## src/rtl/chanseq_pkg.sv

```systemverilog
package chanseq_pkg;

    typedef enum logic [1:0] {
        K_DEV2MEM = 2'd0,
        K_MEM2DEV = 2'd1,
        K_CONTROL = 2'd2,
        K_INVALID = 2'd3
    } kind_e;

    typedef enum logic [3:0] {
        S_IDLE,
        S_FETCH,
        S_FWAIT,
        S_DEV_IN,
        S_MEM_WR,
        S_MEM_RD,
        S_MEM_RWAIT,
        S_DEV_OUT,
        S_CTRL,
        S_CMD_END
    } state_e;

    localparam logic [2:0] OPC_DEV2MEM = 3'd1;
    localparam logic [2:0] OPC_MEM2DEV = 3'd2;
    localparam logic [2:0] OPC_CONTROL = 3'd3;

endpackage

```

## src/rtl/chanseq_cmd_decode.sv

```systemverilog
module chanseq_cmd_decode
    import chanseq_pkg::*;
#(
    parameter int DW = 32,
    parameter int CW = 16
) (
    input  logic [DW-1:0] word_i,
    output kind_e         kind_o,
    output logic          last_o,
    output logic          rec_end_o,
    output logic [CW-1:0] count_o,
    output logic          illegal_o
);
    localparam int OP_LSB = DW - 3;
    localparam int P_BIT  = DW - 4;
    localparam int R_BIT  = DW - 5;

    logic [2:0] opc;

    always_comb begin
        opc       = word_i[DW-1:OP_LSB];
        last_o    = word_i[P_BIT];
        rec_end_o = word_i[R_BIT];
        count_o   = word_i[CW-1:0];
        unique case (opc)
            OPC_DEV2MEM: kind_o = K_DEV2MEM;
            OPC_MEM2DEV: kind_o = K_MEM2DEV;
            OPC_CONTROL: kind_o = K_CONTROL;
            default:     kind_o = K_INVALID;
        endcase
        illegal_o = (kind_o == K_INVALID) || (count_o == '0);
    end
endmodule

```

## src/rtl/chanseq_dev_port.sv

```systemverilog
module chanseq_dev_port #(
    parameter int NDEV = 4,
    parameter int DW   = 32,
    localparam int DEVW = (NDEV > 1) ? $clog2(NDEV) : 1
) (
    input  logic              clk,
    input  logic              rst_n,
    input  logic              active_i,
    input  logic [DEVW-1:0]   dev_i,
    input  logic              want_in_i,
    input  logic              offer_data_i,
    input  logic              offer_ctrl_i,
    input  logic              rec_end_i,
    input  logic [NDEV-1:0]   dev_rvalid_i,
    input  logic [NDEV*DW-1:0] dev_rdata_i,
    input  logic [NDEV-1:0]   dev_wready_i,
    output logic [NDEV-1:0]   dev_sel_o,
    output logic [NDEV-1:0]   dev_rready_o,
    output logic [NDEV-1:0]   dev_wvalid_o,
    output logic [NDEV-1:0]   dev_ctrl_o,
    output logic [NDEV-1:0]   dev_rec_end_o,
    output logic              sel_rvalid_o,
    output logic [DW-1:0]     sel_rdata_o,
    output logic              sel_wready_o
);
    for (genvar g = 0; g < NDEV; g++) begin : g_lane
        logic hit;
        assign hit              = active_i && (dev_i == DEVW'(g));
        assign dev_sel_o[g]     = hit;
        assign dev_rready_o[g]  = hit && want_in_i;
        assign dev_wvalid_o[g]  = hit && offer_data_i;
        assign dev_ctrl_o[g]    = hit && offer_ctrl_i;
        assign dev_rec_end_o[g] = (dev_i == DEVW'(g)) && rec_end_i;
    end

    always_comb begin
        sel_rvalid_o = dev_rvalid_i[dev_i];
        sel_wready_o = dev_wready_i[dev_i];
        sel_rdata_o  = dev_rdata_i[int'(dev_i)*DW +: DW];
    end

    // at most one lane selected, one record-end pulse
    p_one_lane_r9: assert property (@(posedge clk) disable iff (!rst_n)
        $onehot0(dev_sel_o));
    p_rec_onehot_r6: assert property (@(posedge clk) disable iff (!rst_n)
        $onehot0(dev_rec_end_o));
    // handshakes only on the selected lane
    p_hs_in_lane_r9: assert property (@(posedge clk) disable iff (!rst_n)
        ((dev_rready_o | dev_wvalid_o | dev_ctrl_o) & ~dev_sel_o) == '0);
endmodule

```

## src/rtl/chanseq_top.sv

```systemverilog
module chanseq_top
    import chanseq_pkg::*;
#(
    parameter int AW   = 16,
    parameter int DW   = 32,
    parameter int CW   = 16,
    parameter int NDEV = 4,
    localparam int DEVW = (NDEV > 1) ? $clog2(NDEV) : 1
) (
    input  logic               clk,
    input  logic               rst_n,
    input  logic               start_i,
    input  logic [AW-1:0]      start_addr_i,
    input  logic [DEVW-1:0]    start_dev_i,
    output logic               busy_o,
    output logic               irq_o,
    output logic               done_o,
    output logic               err_o,
    output logic               mem_req_o,
    output logic               mem_we_o,
    output logic [AW-1:0]      mem_addr_o,
    output logic [DW-1:0]      mem_wdata_o,
    input  logic               mem_gnt_i,
    input  logic [DW-1:0]      mem_rdata_i,
    output logic [NDEV-1:0]    dev_sel_o,
    output logic [NDEV-1:0]    dev_rready_o,
    input  logic [NDEV-1:0]    dev_rvalid_i,
    input  logic [NDEV*DW-1:0] dev_rdata_i,
    output logic [NDEV-1:0]    dev_wvalid_o,
    output logic [NDEV-1:0]    dev_ctrl_o,
    input  logic [NDEV-1:0]    dev_wready_i,
    output logic [DW-1:0]      dev_wdata_o,
    output logic [NDEV-1:0]    dev_rec_end_o
);
    localparam int ADDR_COPY = (AW < DW) ? AW : DW;

    typedef struct packed {
        state_e            st;
        logic [AW-1:0]     pc;
        logic              half;
        logic [DW-1:0]     w0;
        logic [AW-1:0]     addr;
        logic [CW-1:0]     cnt;
        logic [DEVW-1:0]   dev;
        logic [DW-1:0]     dbuf;
        logic              done;
        logic              err;
        logic              irq;
        logic              recend;
    } regs_t;

    regs_t q, d;

    kind_e          cmd_kind;
    logic           cmd_last;
    logic           cmd_rec;
    logic [CW-1:0]  cmd_count;
    logic           cmd_illegal;

    logic           want_in, offer_data, offer_ctrl;
    logic           sel_rvalid, sel_wready;
    logic [DW-1:0]  sel_rdata;

    chanseq_cmd_decode #(.DW(DW), .CW(CW)) u_decode (
        .word_i    (q.w0),
        .kind_o    (cmd_kind),
        .last_o    (cmd_last),
        .rec_end_o (cmd_rec),
        .count_o   (cmd_count),
        .illegal_o (cmd_illegal)
    );

    chanseq_dev_port #(.NDEV(NDEV), .DW(DW)) u_devport (
        .clk           (clk),
        .rst_n         (rst_n),
        .active_i      (busy_o),
        .dev_i         (q.dev),
        .want_in_i     (want_in),
        .offer_data_i  (offer_data),
        .offer_ctrl_i  (offer_ctrl),
        .rec_end_i     (q.recend),
        .dev_rvalid_i  (dev_rvalid_i),
        .dev_rdata_i   (dev_rdata_i),
        .dev_wready_i  (dev_wready_i),
        .dev_sel_o     (dev_sel_o),
        .dev_rready_o  (dev_rready_o),
        .dev_wvalid_o  (dev_wvalid_o),
        .dev_ctrl_o    (dev_ctrl_o),
        .dev_rec_end_o (dev_rec_end_o),
        .sel_rvalid_o  (sel_rvalid),
        .sel_rdata_o   (sel_rdata),
        .sel_wready_o  (sel_wready)
    );

    always_comb begin
        d          = q;
        d.irq      = 1'b0;
        d.recend   = 1'b0;
        mem_req_o  = 1'b0;
        mem_we_o   = 1'b0;
        mem_addr_o = q.addr;
        mem_wdata_o = q.dbuf;
        want_in    = 1'b0;
        offer_data = 1'b0;
        offer_ctrl = 1'b0;
        dev_wdata_o = q.dbuf;

        unique case (q.st)
            S_IDLE: begin
                if (start_i) begin
                    d.pc   = start_addr_i;
                    d.dev  = start_dev_i;
                    d.half = 1'b0;
                    d.done = 1'b0;
                    d.err  = 1'b0;
                    d.st   = S_FETCH;
                end
            end
            S_FETCH: begin
                mem_req_o  = 1'b1;
                mem_addr_o = q.pc + AW'(q.half);
                if (mem_gnt_i) d.st = S_FWAIT;
            end
            S_FWAIT: begin
                if (!q.half) begin
                    d.w0   = mem_rdata_i;
                    d.half = 1'b1;
                    d.st   = S_FETCH;
                end else begin
                    d.half = 1'b0;
                    d.addr = mem_rdata_i[AW-1:0];
                    d.cnt  = cmd_count;
                    if (cmd_illegal) begin
                        d.err = 1'b1;
                        d.irq = 1'b1;
                        d.st  = S_IDLE;
                    end else begin
                        unique case (cmd_kind)
                            K_DEV2MEM: d.st = S_DEV_IN;
                            K_MEM2DEV: d.st = S_MEM_RD;
                            default:   d.st = S_CTRL;
                        endcase
                    end
                end
            end
            S_DEV_IN: begin
                want_in = 1'b1;
                if (sel_rvalid) begin
                    d.dbuf = sel_rdata;
                    d.st   = S_MEM_WR;
                end
            end
            S_MEM_WR: begin
                mem_req_o = 1'b1;
                mem_we_o  = 1'b1;
                if (mem_gnt_i) begin
                    d.addr = q.addr + AW'(1);
                    d.cnt  = q.cnt - CW'(1);
                    d.st   = (q.cnt == CW'(1)) ? S_CMD_END : S_DEV_IN;
                end
            end
            S_MEM_RD: begin
                mem_req_o = 1'b1;
                if (mem_gnt_i) d.st = S_MEM_RWAIT;
            end
            S_MEM_RWAIT: begin
                d.dbuf = mem_rdata_i;
                d.st   = S_DEV_OUT;
            end
            S_DEV_OUT: begin
                offer_data = 1'b1;
                if (sel_wready) begin
                    d.addr = q.addr + AW'(1);
                    d.cnt  = q.cnt - CW'(1);
                    d.st   = (q.cnt == CW'(1)) ? S_CMD_END : S_MEM_RD;
                end
            end
            S_CTRL: begin
                offer_ctrl  = 1'b1;
                dev_wdata_o = '0;
                dev_wdata_o[ADDR_COPY-1:0] = q.addr[ADDR_COPY-1:0];
                if (sel_wready) d.st = S_CMD_END;
            end
            S_CMD_END: begin
                d.recend = cmd_rec;
                if (cmd_last) begin
                    d.done = 1'b1;
                    d.irq  = 1'b1;
                    d.st   = S_IDLE;
                end else begin
                    d.pc = q.pc + AW'(2);
                    d.st = S_FETCH;
                end
            end
            default: d.st = S_IDLE;
        endcase
    end

    always_ff @(posedge clk or negedge rst_n) begin
        if (!rst_n) begin
            q <= '{st: S_IDLE, default: '0};
        end else begin
            q <= d;
        end
    end

    assign busy_o = (q.st != S_IDLE);
    assign irq_o  = q.irq;
    assign done_o = q.done;
    assign err_o  = q.err;

    // an accepted start makes the block busy on the next cycle
    p_start_busy_r1: assert property (@(posedge clk) disable iff (!rst_n)
        (!busy_o && start_i) |=> busy_o);
    // a start while busy does not change the served device
    p_busy_keep_dev_r1: assert property (@(posedge clk) disable iff (!rst_n)
        (busy_o && start_i) |=> $stable(q.dev));
    // pending request holds its attributes
    p_req_hold_r10: assert property (@(posedge clk) disable iff (!rst_n)
        (mem_req_o && !mem_gnt_i) |=>
            (mem_req_o && $stable(mem_addr_o) && $stable(mem_we_o) && $stable(mem_wdata_o)));
    // interrupt is a single-cycle pulse seen only once idle
    p_irq_pulse_r7: assert property (@(posedge clk) disable iff (!rst_n)
        irq_o |=> !irq_o);
    p_irq_idle_r7: assert property (@(posedge clk) disable iff (!rst_n)
        irq_o |-> !busy_o);
    // an abort is always accompanied by the interrupt
    p_err_irq_r8: assert property (@(posedge clk) disable iff (!rst_n)
        $rose(err_o) |-> irq_o);
    // transfer states never run with an exhausted count
    p_cnt_live_r3: assert property (@(posedge clk) disable iff (!rst_n)
        (q.st inside {S_DEV_IN, S_MEM_WR, S_MEM_RD, S_MEM_RWAIT, S_DEV_OUT}) |-> (q.cnt != '0));
    // status flags move only when a start is accepted or the program ends
    p_done_hold_r11: assert property (@(posedge clk) disable iff (!rst_n)
        (!busy_o && !start_i) |=> ($stable(done_o) && $stable(err_o)));
endmodule

```

## config.mk

```make
export PLATFORM = sky130hd
export DESIGN_NAME = chanseq_top
export DESIGN_NICKNAME = d
export VERILOG_FILES = /design/src/rtl/chanseq_pkg.sv /design/src/rtl/chanseq_cmd_decode.sv /design/src/rtl/chanseq_dev_port.sv /design/src/rtl/chanseq_top.sv
export SDC_FILE = /design/constraint.sdc
export NUM_CORES = 1
export LEC_CHECK = 0
export ABC_AREA = 1
export BUFFER_PORTS_ARGS = -buffer_cell sky130_fd_sc_hd__buf_2
export CORE_ASPECT_RATIO = 1.5
export CORE_MARGIN = 4
export CORE_UTILIZATION = 51
export DETAILED_ROUTE_END_ITERATION = 8
export MAX_ROUTING_LAYER = met4
export PLACE_DENSITY = 0.78
export SLEW_MARGIN = 20
export SYNTH_ARGS = -nofsm -noshare
export SYNTH_HDL_FRONTEND = slang
export SYNTH_SLANG_ARGS = --single-unit
```

## constraint.sdc

```tcl
create_clock -name clk -period 3.19 [get_ports clk]
set_clock_uncertainty 0.15 [all_clocks]
set_input_delay 0.7975 -clock clk [delete_from_list [all_inputs] [get_ports clk]]
set_output_delay 0.7975 -clock clk [all_outputs]
set_load 0.005 [all_outputs]
```

==> impl_metrics.toml, run 1 <==
[status]
outcome = "completed"

[global_route]
grt_max_degree = 49
track_usage_pct = 32.5
gr-total-overflow = 0
antenna_found_initial = 0
grt_pass1_wl_mm = 46.8
gr-usage-met2_pct = 55.9
gr-usage-met3_pct = 4.36
grt_pass1_vias = 9305
busiest_layer = "met2"
use_met1_pct = 38.5

[yosys]
yosysMostFrequentCell = "nand2_1"
synthTopCellsByArea = "dfrtp_1 34%, nand2_1 24%, o21ai_0 6.5%"
syn-cell-area_um2 = 8330
yosys_most_used_dff = "dfrtp_1"
syn_nets = 1539
synthTopCellsByCount = "535 x nand2_1, 136 x nor2_1, 112 x dfrtp_1, 108 x inv_1, 108 x o21ai_0"
ys_seq_area_share_pct = 33.7
ys_ff_latch = 112
synth_top_area_share_pct = 33.7
synth-warning-count = 0
synthCells = 1343
syn_avg_cell_area_um2 = 6.20
synth_top_cell_by_area = "dfrtp_1"
ys_async_sr_fraction_pct = 100
synth_edf_count = 0
synthDistinctLibCells = 32

[finish]
stdcell_count = 1794
fin_util_pct = 62.5
fill_cells = 1614
drive_above_1_share_pct = 23.2
antenna_cells = 0
nets = 1779
synthToLayoutAreaGrowth_pct = 20.9

[setup_path]
worstPathMaxFanout = 5
required_ns = 2.24
r2r_start = "q[119]"
end_kind = "output pin"
startpoint = "q[105]"
start_kind = "register"
crit_type = "reg -> out"
cp_data_arrival_time_ns = 2.13

[timing]
finalSetupViolations = 0
slew_headroom_pct = 36.4
fmax_ghz = 0.325
fin_crit_sh_pct = 96.6
grt_setup_unrepaired = "no"
tns_ns = 0
hold_viol_final = 0
final_max_slew_viol_count = 0
worst_pin_slew_ns = 0.951
min_period_ns = 3.08

[placement]
dp.cells = 1774
numPortBuffers = 295
gp_routability_congestion = 0.980
hpwl_mm = 23.8

[drt]
avgViaCountPerCell = 5.45
vias = 9783
routed_wl_mm = 30.0
drcViolationCount = 0
wire_per_inst_um = 16.7
first_pass_iters = 5
drt_iter0_markers = 947
drtAntennaViolNets = 0

[power]
finalPower_mw = 9.33
peakVddDrop_uv = 383
leakagePower_nw = 5.48
p_per_area_nw_per_um2 = 927

[floorplanning]
row_count = 57
coreArea_um2 = 16100
die_h_um = 164
die-area_um2 = 18500
die_x_um = 112
pin_count = 296
initial_core_util_pct = 51.7

[clocking]
cts.reportedPaths.clkPinSlew_ns = 0.08
clockBufferDepth = 2
cts_tree = "done"
cts.sinks = 112
root_buffer = "clkbuf_16"
cts_buffers = 9
cts_hold_buf = 0
htreeDepth = 3
insertion_delay_ns = 0.37

[job]
cap_violations = 0

[hold_path]
hold_class = "in -> async"
## critical path: stages, from the launching register on
cell     delay [ns]
dfrtp_1        0.42
ha_2           0.24
nand3_1        0.19
inv_2          0.12
nand2_1        0.12
nor2_4         0.15
nand2_1        0.08
o21ai_0        0.17
nand3_1        0.09
nand2_1        0.09
buf_2          0.11
## cell families after synthesis
family | after synthesis | synth area share, %
flops | 112 | 33.7
fa+ha+maj | 6 | 0.902
xor+xnor | 18 | 1.89
buf+inv | 208 | 11.7
compound gates | 157 | 9.68
mux | 2 | 0.240
simple gates | 840 | 41.9
## worst paths after layout
check                            endpoint  slack (ns)  depth (start not counted)
min                                 irq_o        0.27                          1
max                        mem_addr_o[15]        0.11                         10
max in group asynchronous           q[82]        2.01                          2
min reg2reg                        q[103]        0.34                          2
max reg2reg                         q[67]        0.68                          8
min in group clk                   q[103]        0.34                          2
## layer usage
layer  up-vias  share of wire, %
met5         -                 0
met4         0               4.2
met3        91               8.2
met2       524                50
met1      4454                38
li1       4714                 -
## through the flow
stage / hold WS (ns) / cell area [um^2] / worst slack, ns
5_1_grt: 0.318 / 10100 / 0.00251
3_5_place_dp: 0.317 / 9730 / 0.289
4_1_cts: 0.305 / 10000 / 0.0622
2_1_floorplan: 0.296 / 8330 / 0.572
6_report: 0.272 / 10100 / 0.110
3_3_place_gp: 0.317 / 9730 / 0.371
## flip-flops by register name, summed over array words and instances (netlist names)
register     count
q               77
mem_wdata_o     32
done_o           1
err_o            1
irq_o            1
## power breakdown
| group | internal, mW | switching, mW | leakage (nW) | total [mW] |
|---|---|---|---|---|
| clock network | 0.549 | 0.601 | 0.136 | 1.15 |
| logic | 1.93 | 3.44 | 3.95 | 5.37 |
| registers | 2.09 | 0.713 | 1.39 | 2.81 |
## layout by cell type, fill, tap and decap left out
master | synthesis | layout
mux2i_1 | 2 | 2
nor2_1 | 136 | 130
inv_1 | 108 | 107
inv_6 | 0 | 1
nand4_1 | 43 | 43
xnor2_1 | 1 | 1
nand3_2 | 3 | 3
nand2_2 | 2 | 3
clkinv_4 | 0 | 2
inv_2 | 6 | 7
o21ai_0 | 108 | 107
nand3_1 | 101 | 101
clkinvlp_4 | 0 | 2
nand3b_4 | 1 | 1
dfrtp_1 | 112 | 112
nor2_2 | 2 | 7
o21ai_1 | 17 | 18
o22ai_1 | 6 | 6
buf_12 | 0 | 3
nand2_1 | 535 | 534
nor2_4 | 3 | 4
inv_8 | 0 | 2
nor3_1 | 9 | 9
a31oi_1 | 2 | 2
clkinv_1 | 3 | 2
buf_2 | 18 | 294
ha_2 | 0 | 1
or2_2 | 4 | 4
xor2_1 | 17 | 17
nor2_8 | 1 | 1
clkbuf_16 | 0 | 9
ha_1 | 6 | 5
clkinv_2 | 0 | 1
a21oi_1 | 20 | 20
o211ai_1 | 4 | 4
buf_4 | 37 | 23
## area by class of cell
type	count	area [um^2]	share of cell area [%]
inverters	117	440	4.37
flip-flops and latches	112	2800	27.8
multi-input cells	1023	4580	45.4
well taps	206	258	2.56
clock buffers	9	225	2.24
clock inverters	7	63.8	0.634
repair buffers	320	1700	16.9
## repair_timing
action	in CTS	in global routing
buffers inserted	1	3
gates resized for setup	2	7
endpoints found under the setup margin	7	5
(Power assumes the default switching activity.)
==> run 2: changes to the inputs <==
--- a/config.mk
+++ b/config.mk
@@ -9,10 +9,10 @@
 export BUFFER_PORTS_ARGS = -buffer_cell sky130_fd_sc_hd__buf_2
 export CORE_ASPECT_RATIO = 1.5
 export CORE_MARGIN = 4
-export CORE_UTILIZATION = 51
+export CORE_UTILIZATION = 46
 export DETAILED_ROUTE_END_ITERATION = 8
 export MAX_ROUTING_LAYER = met4
-export PLACE_DENSITY = 0.78
+export PLACE_DENSITY = 0.74
 export SLEW_MARGIN = 20
 export SYNTH_ARGS = -nofsm -noshare
 export SYNTH_HDL_FRONTEND = slang
==> constraint.sdc (replaced) <==
create_clock -name clk -period 2.7 [get_ports clk]
set_clock_uncertainty 0.15 [all_clocks]
set_input_delay 0.675 -clock clk [delete_from_list [all_inputs] [get_ports clk]]
set_output_delay 0.675 -clock clk [all_outputs]
set_load 0.005 [all_outputs]
==> impl_metrics.toml, run 2 (same netlist as run 1, synthesis figures left out) <==
[timing]
finalSetupViolations = 3
slew_headroom_pct = 58.9
final_max_slew_viol_count = 0
fin_crit_sh_pct = 102
min_period_ns = 2.76
hold_viol_final = 0
grt_setup_unrepaired = "yes"
setup_ws_ns = -0.0626
worst_pin_slew_ns = 0.612
fmax_ghz = 0.362
holdWs_ns = 0.0922

[clocking]
insertion_delay_ns = 0.36
htreeDepth = 3
cts_hold_buf = 0
cts_tree = "done"
cts.reportedPaths.clkPinSlew_ns = 0.08
root_buffer = "clkbuf_16"
cts_buffers = 9
cts.sinks = 112
clockBufferDepth = 2

[placement]
dp.cells = 1799
hpwl_mm = 24.5
gp_routability_congestion = 0.991
numPortBuffers = 295

[setup_path]
required_ns = 1.88
cp_data_arrival_time_ns = 1.94
path_cells = "ha_4, nand3_4, inv_4, nand2_4, nor2_4, nand3_2, nand2_1, nand2_1, a21oi_2, buf_2"
cpMostUsedCell = "nand2_1"
end_kind = "output pin"
crit_type = "reg -> out"
critPathMaxStageDelay_ns = 0.45
critPathBufInv = 2
cpMaxStageDelayCell = "dfrtp_1"
crit_family = "simple AND/OR/NAND/NOR gates"
start_kind = "register"
worstPathMaxFanout = 4

[floorplanning]
initial_core_util_pct = 46.6
die-area_um2 = 20400
coreArea_um2 = 17900
die_x_um = 118
die_h_um = 173
row_count = 60
pin_count = 296

[global_route]
track_usage_pct = 30.8
gr-total-overflow = 0
grt_max_degree = 46
antenna_found_initial = 2
grt_pass1_wl_mm = 48.7
grt_pass1_vias = 9677

[finish]
final_common_cell = "nand2_1"
fin_util_pct = 58.4
top_register = "q"
drive_above_1_share_pct = 25.7
fill_cells = 1777
most-common-layout-cells = "527 x nand2_1, 294 x buf_2, 129 x nor2_1"
stdcell_count = 1826
synthToLayoutAreaGrowth_pct = 25.3
largest_reg_flops = 77
nets = 1798

[job]
cap_violations = 0

[drt]
drcViolationCount = 0
drt_iter0_markers = 877
avgViaCountPerCell = 5.38
wire_per_inst_um = 17.1
vias = 9823
routed_wl_mm = 31.2
first_pass_iters = 5
drtAntennaViolNets = 0

[status]
violations = "setup timing"
outcome = "finished, violations left"

[power]
p_per_area_nw_per_um2 = 1100
leakagePower_nw = 5.62
peakVddDrop_uv = 643

[hold_path]
hold_class = "in -> async"
run 2: timing repair:
action	4_1_cts	5_1_grt
gates resized for setup	28	35
endpoints found under the setup margin	33	47
setup buffers	9	1
pin swaps	3	8
run 2: final timing paths:
| path | start | endpoint | slack [ns] | depth (start not counted) |
|---|---|---|---|---|
| max | q[104] | mem_addr_o[13] | -0.06 | 10 |
| min | rst_n | irq_o | 0.09 | 1 |
| max reg2reg | q[36] | mem_wdata_o[23] | 0.54 | 9 |
| min reg2reg | err_o | err_o | 0.36 | 2 |
| max in group asynchronous | rst_n | q[47] | 1.55 | 2 |
| min in group clk | err_o | err_o | 0.36 | 2 |
run 2: area by class of cell:
class / count / area [um^2] / share of cell area, %
antenna: 2 / 5.00 / 0.0480
clock buffer: 9 / 225 / 2.16
sequential: 112 / 2810 / 26.9
inverter: 117 / 450 / 4.32
multi-input combinational: 1023 / 4720 / 45.2
clock inverter: 7 / 77.6 / 0.743
tap: 217 / 272 / 2.60
timing repair buffer: 339 / 1880 / 18.0
run 2: where the power goes:
group          switching, mW  total (mW)  internal (mW)
logic                   4.23        6.71           2.47
clock network          0.693        1.43          0.732
registers              0.845        3.32           2.48
run 2: per-stage QoR:
step / power (mW) / area (um^2) / setup WS, ns / TNS (ns)
after detailed placement: 9.70 / 9880 / 0.0176 / 0
after floorplan: 7.56 / 8330 / 0.205 / 0
after global routing: 12.5 / 10400 / -0.119 / -0.561
final: 11.5 / 10400 / -0.0626 / -0.138
after global placement: 9.58 / 9880 / 0.0822 / 0
after CTS: 11.3 / 10300 / -0.0670 / -0.126
run 2: layer usage:
layer	track usage (%)	up-vias	routed length (um)
li1	-	4746	-
met5	-	-	0
met3	5.96	106	2510
met2	52.3	504	15600
met1	34.4	4467	11500
met4	15.6	0	1590
==> run 3: changes to the inputs <==
--- a/config.mk
+++ b/config.mk
@@ -9,11 +9,12 @@
 export BUFFER_PORTS_ARGS = -buffer_cell sky130_fd_sc_hd__buf_2
 export CORE_ASPECT_RATIO = 1.5
 export CORE_MARGIN = 4
-export CORE_UTILIZATION = 46
+export CORE_UTILIZATION = 48
 export DETAILED_ROUTE_END_ITERATION = 8
 export MAX_ROUTING_LAYER = met4
-export PLACE_DENSITY = 0.74
+export PLACE_DENSITY = 0.75
 export SLEW_MARGIN = 20
 export SYNTH_ARGS = -nofsm -noshare
 export SYNTH_HDL_FRONTEND = slang
+export SYNTH_HIERARCHICAL = 1
 export SYNTH_SLANG_ARGS = --single-unit
==> impl_metrics.toml, run 3 <==
[status]
outcome = "finished, violations left"
violations = "setup timing"

[global_route]
grt_max_degree = 59
gr-total-overflow = 0
grt_pass1_wl_mm = 54.0
track_usage_pct = 33.4
antenna_found_initial = 0
grt_pass1_vias = 10200

[clocking]
cts.sinks = 112
cts_tree = "done"
insertion_delay_ns = 0.36
cts.reportedPaths.clkPinSlew_ns = 0.08
htreeDepth = 3
clockBufferDepth = 2
root_buffer = "clkbuf_16"
cts_buffers = 9

[floorplanning]
initial_core_util_pct = 49.1
die_x_um = 121
coreArea_um2 = 18700
die-area_um2 = 21500
die_h_um = 177
pin_count = 296
row_count = 61

[finish]
largest_reg_flops = 77
fin_util_pct = 59.4
antenna_cells = 0
final_common_cell = "nand2_1"
drive_above_1_share_pct = 22.7
fin_area_um2 = 11100
most-common-layout-cells = "690 x nand2_1, 294 x buf_2, 149 x inv_1"
nets = 1985
synthToLayoutAreaGrowth_pct = 20.9
top_register = "q"

[setup_path]
end_kind = "output pin"
cp_data_arrival_time_ns = 1.95
start_kind = "register"
crit_type = "reg -> out"
required_ns = 1.88
critPathMaxStageDelay_ns = 0.44
ff2ff_setup_slack_ns = 0.29
worstPathMaxFanout = 4
reg2reg_to = "q[55]"
rr_worst_depth = 11
cpMostUsedCell = "buf_4"
cpMaxStageDelayCell = "dfrtp_1"
path_cells = "ha_4, buf_4, nand3_4, nor2_4, buf_4, xnor2_1, o21ai_1, buf_2"
r2r_start = "q[36]"

[drt]
vias = 10600
drt_iter0_markers = 884
drcViolationCount = 0
first_pass_iters = 6
wire_per_inst_um = 17.2
avgViaCountPerCell = 5.17
drtAntennaViolNets = 0
routed_wl_mm = 35.1

[placement]
numPortBuffers = 295
gp_routability_congestion = 1.01
hpwl_mm = 28.4
placed_cell_area_um2 = 10500

[timing]
holdWs_ns = 0.0622
grt_setup_unrepaired = "yes"
fmax_ghz = 0.360
min_period_ns = 2.78
hold_viol_final = 0
slew_headroom_pct = 56.1
worst_pin_slew_ns = 0.656
setup_ws_ns = -0.0763
fin_crit_sh_pct = 103
finalSetupViolations = 5
final_max_slew_viol_count = 0

[yosys]
syn_nets = 1752
synthCells = 1556
synth-warning-count = 6
syn_avg_cell_area_um2 = 5.90
syn-cell-area_um2 = 9190

[job]
cap_violations = 0

[power]
peakVddDrop_uv = 593
finalPower_mw = 12.1
leakagePower_nw = 6.32
p_per_area_nw_per_um2 = 1090

[hold_path]
hold_class = "in -> async"
-- run 3: area by class of cell --
cell class                      count  area [um^2]
Clock buffer                        9          225
Clock inverter                      7          106
Fill cell                        1934         7590
Inverter                          158          603
Multi-Input combinational cell   1166         5160
Sequential cell                   112         2810
Tap cell                          252          315
Timing Repair Buffer              342         1890
-- run 3: metal layers --
metal	up-vias	wire length, um	global-route usage [%]
met4	0	1790	14.8
met1	4777	13500	39.3
met5	-	0	-
li1	5232	-	-
met2	478	17500	57.8
met3	92	2390	3.25
-- run 3: through the flow --
step           std cells  setup TNS (ns)  setup WS, ns
2_1_floorplan       1556               0         0.367
3_3_place_gp        2016               0         0.236
3_5_place_dp        2016               0         0.191
4_1_cts             2037          -0.117       -0.0668
5_1_grt             2046           -1.33        -0.172
6_report            2046          -0.201       -0.0763
-- run 3: timing repair --
item | 4_1_cts | 5_1_grt
pin swaps | 3 | 10
buffers inserted | 5 | 9
hold buffers | 0 | 0
setup endpoints to repair | 21 | 27
gates resized for setup | 21 | 24
-- run 3: worst max path at each step --
stage          cells past startpoint              end  slack (ns)            start
2_1_floorplan                      6    dev_ctrl_o[0]        0.37           q[120]
5_1_grt                           13   mem_addr_o[14]       -0.17           q[103]
4_1_cts                           13   mem_addr_o[14]       -0.07           q[103]
3_5_place_dp                      11            q[40]        0.19  dev_wready_i[2]
3_3_place_gp                       5  dev_wvalid_o[0]        0.24            q[36]
6_report                           8    mem_addr_o[5]       -0.08           q[103]
-- run 3: critical path: cells and delay by family, from the launching register on --
| family | cells | cell delay, ns |
|---|---|---|
| adder cells (fa/ha/maj) | 1 | 0.20 |
| AO/OA/AOI/OAI | 1 | 0.23 |
| AND/OR/NAND/NOR | 2 | 0.15 |
| flip-flops | 1 | 0.44 |
| XOR/XNOR | 1 | 0.12 |
| buffers and inverters | 3 | 0.45 |
-- run 3: power by group --
group / switching [mW] / total [mW] / internal, mW
Sequential: 1.00 / 3.50 / 2.50
Clock: 0.727 / 1.49 / 0.760
Combinational: 4.57 / 7.16 / 2.59
Total: 6.30 / 12.1 / 5.85
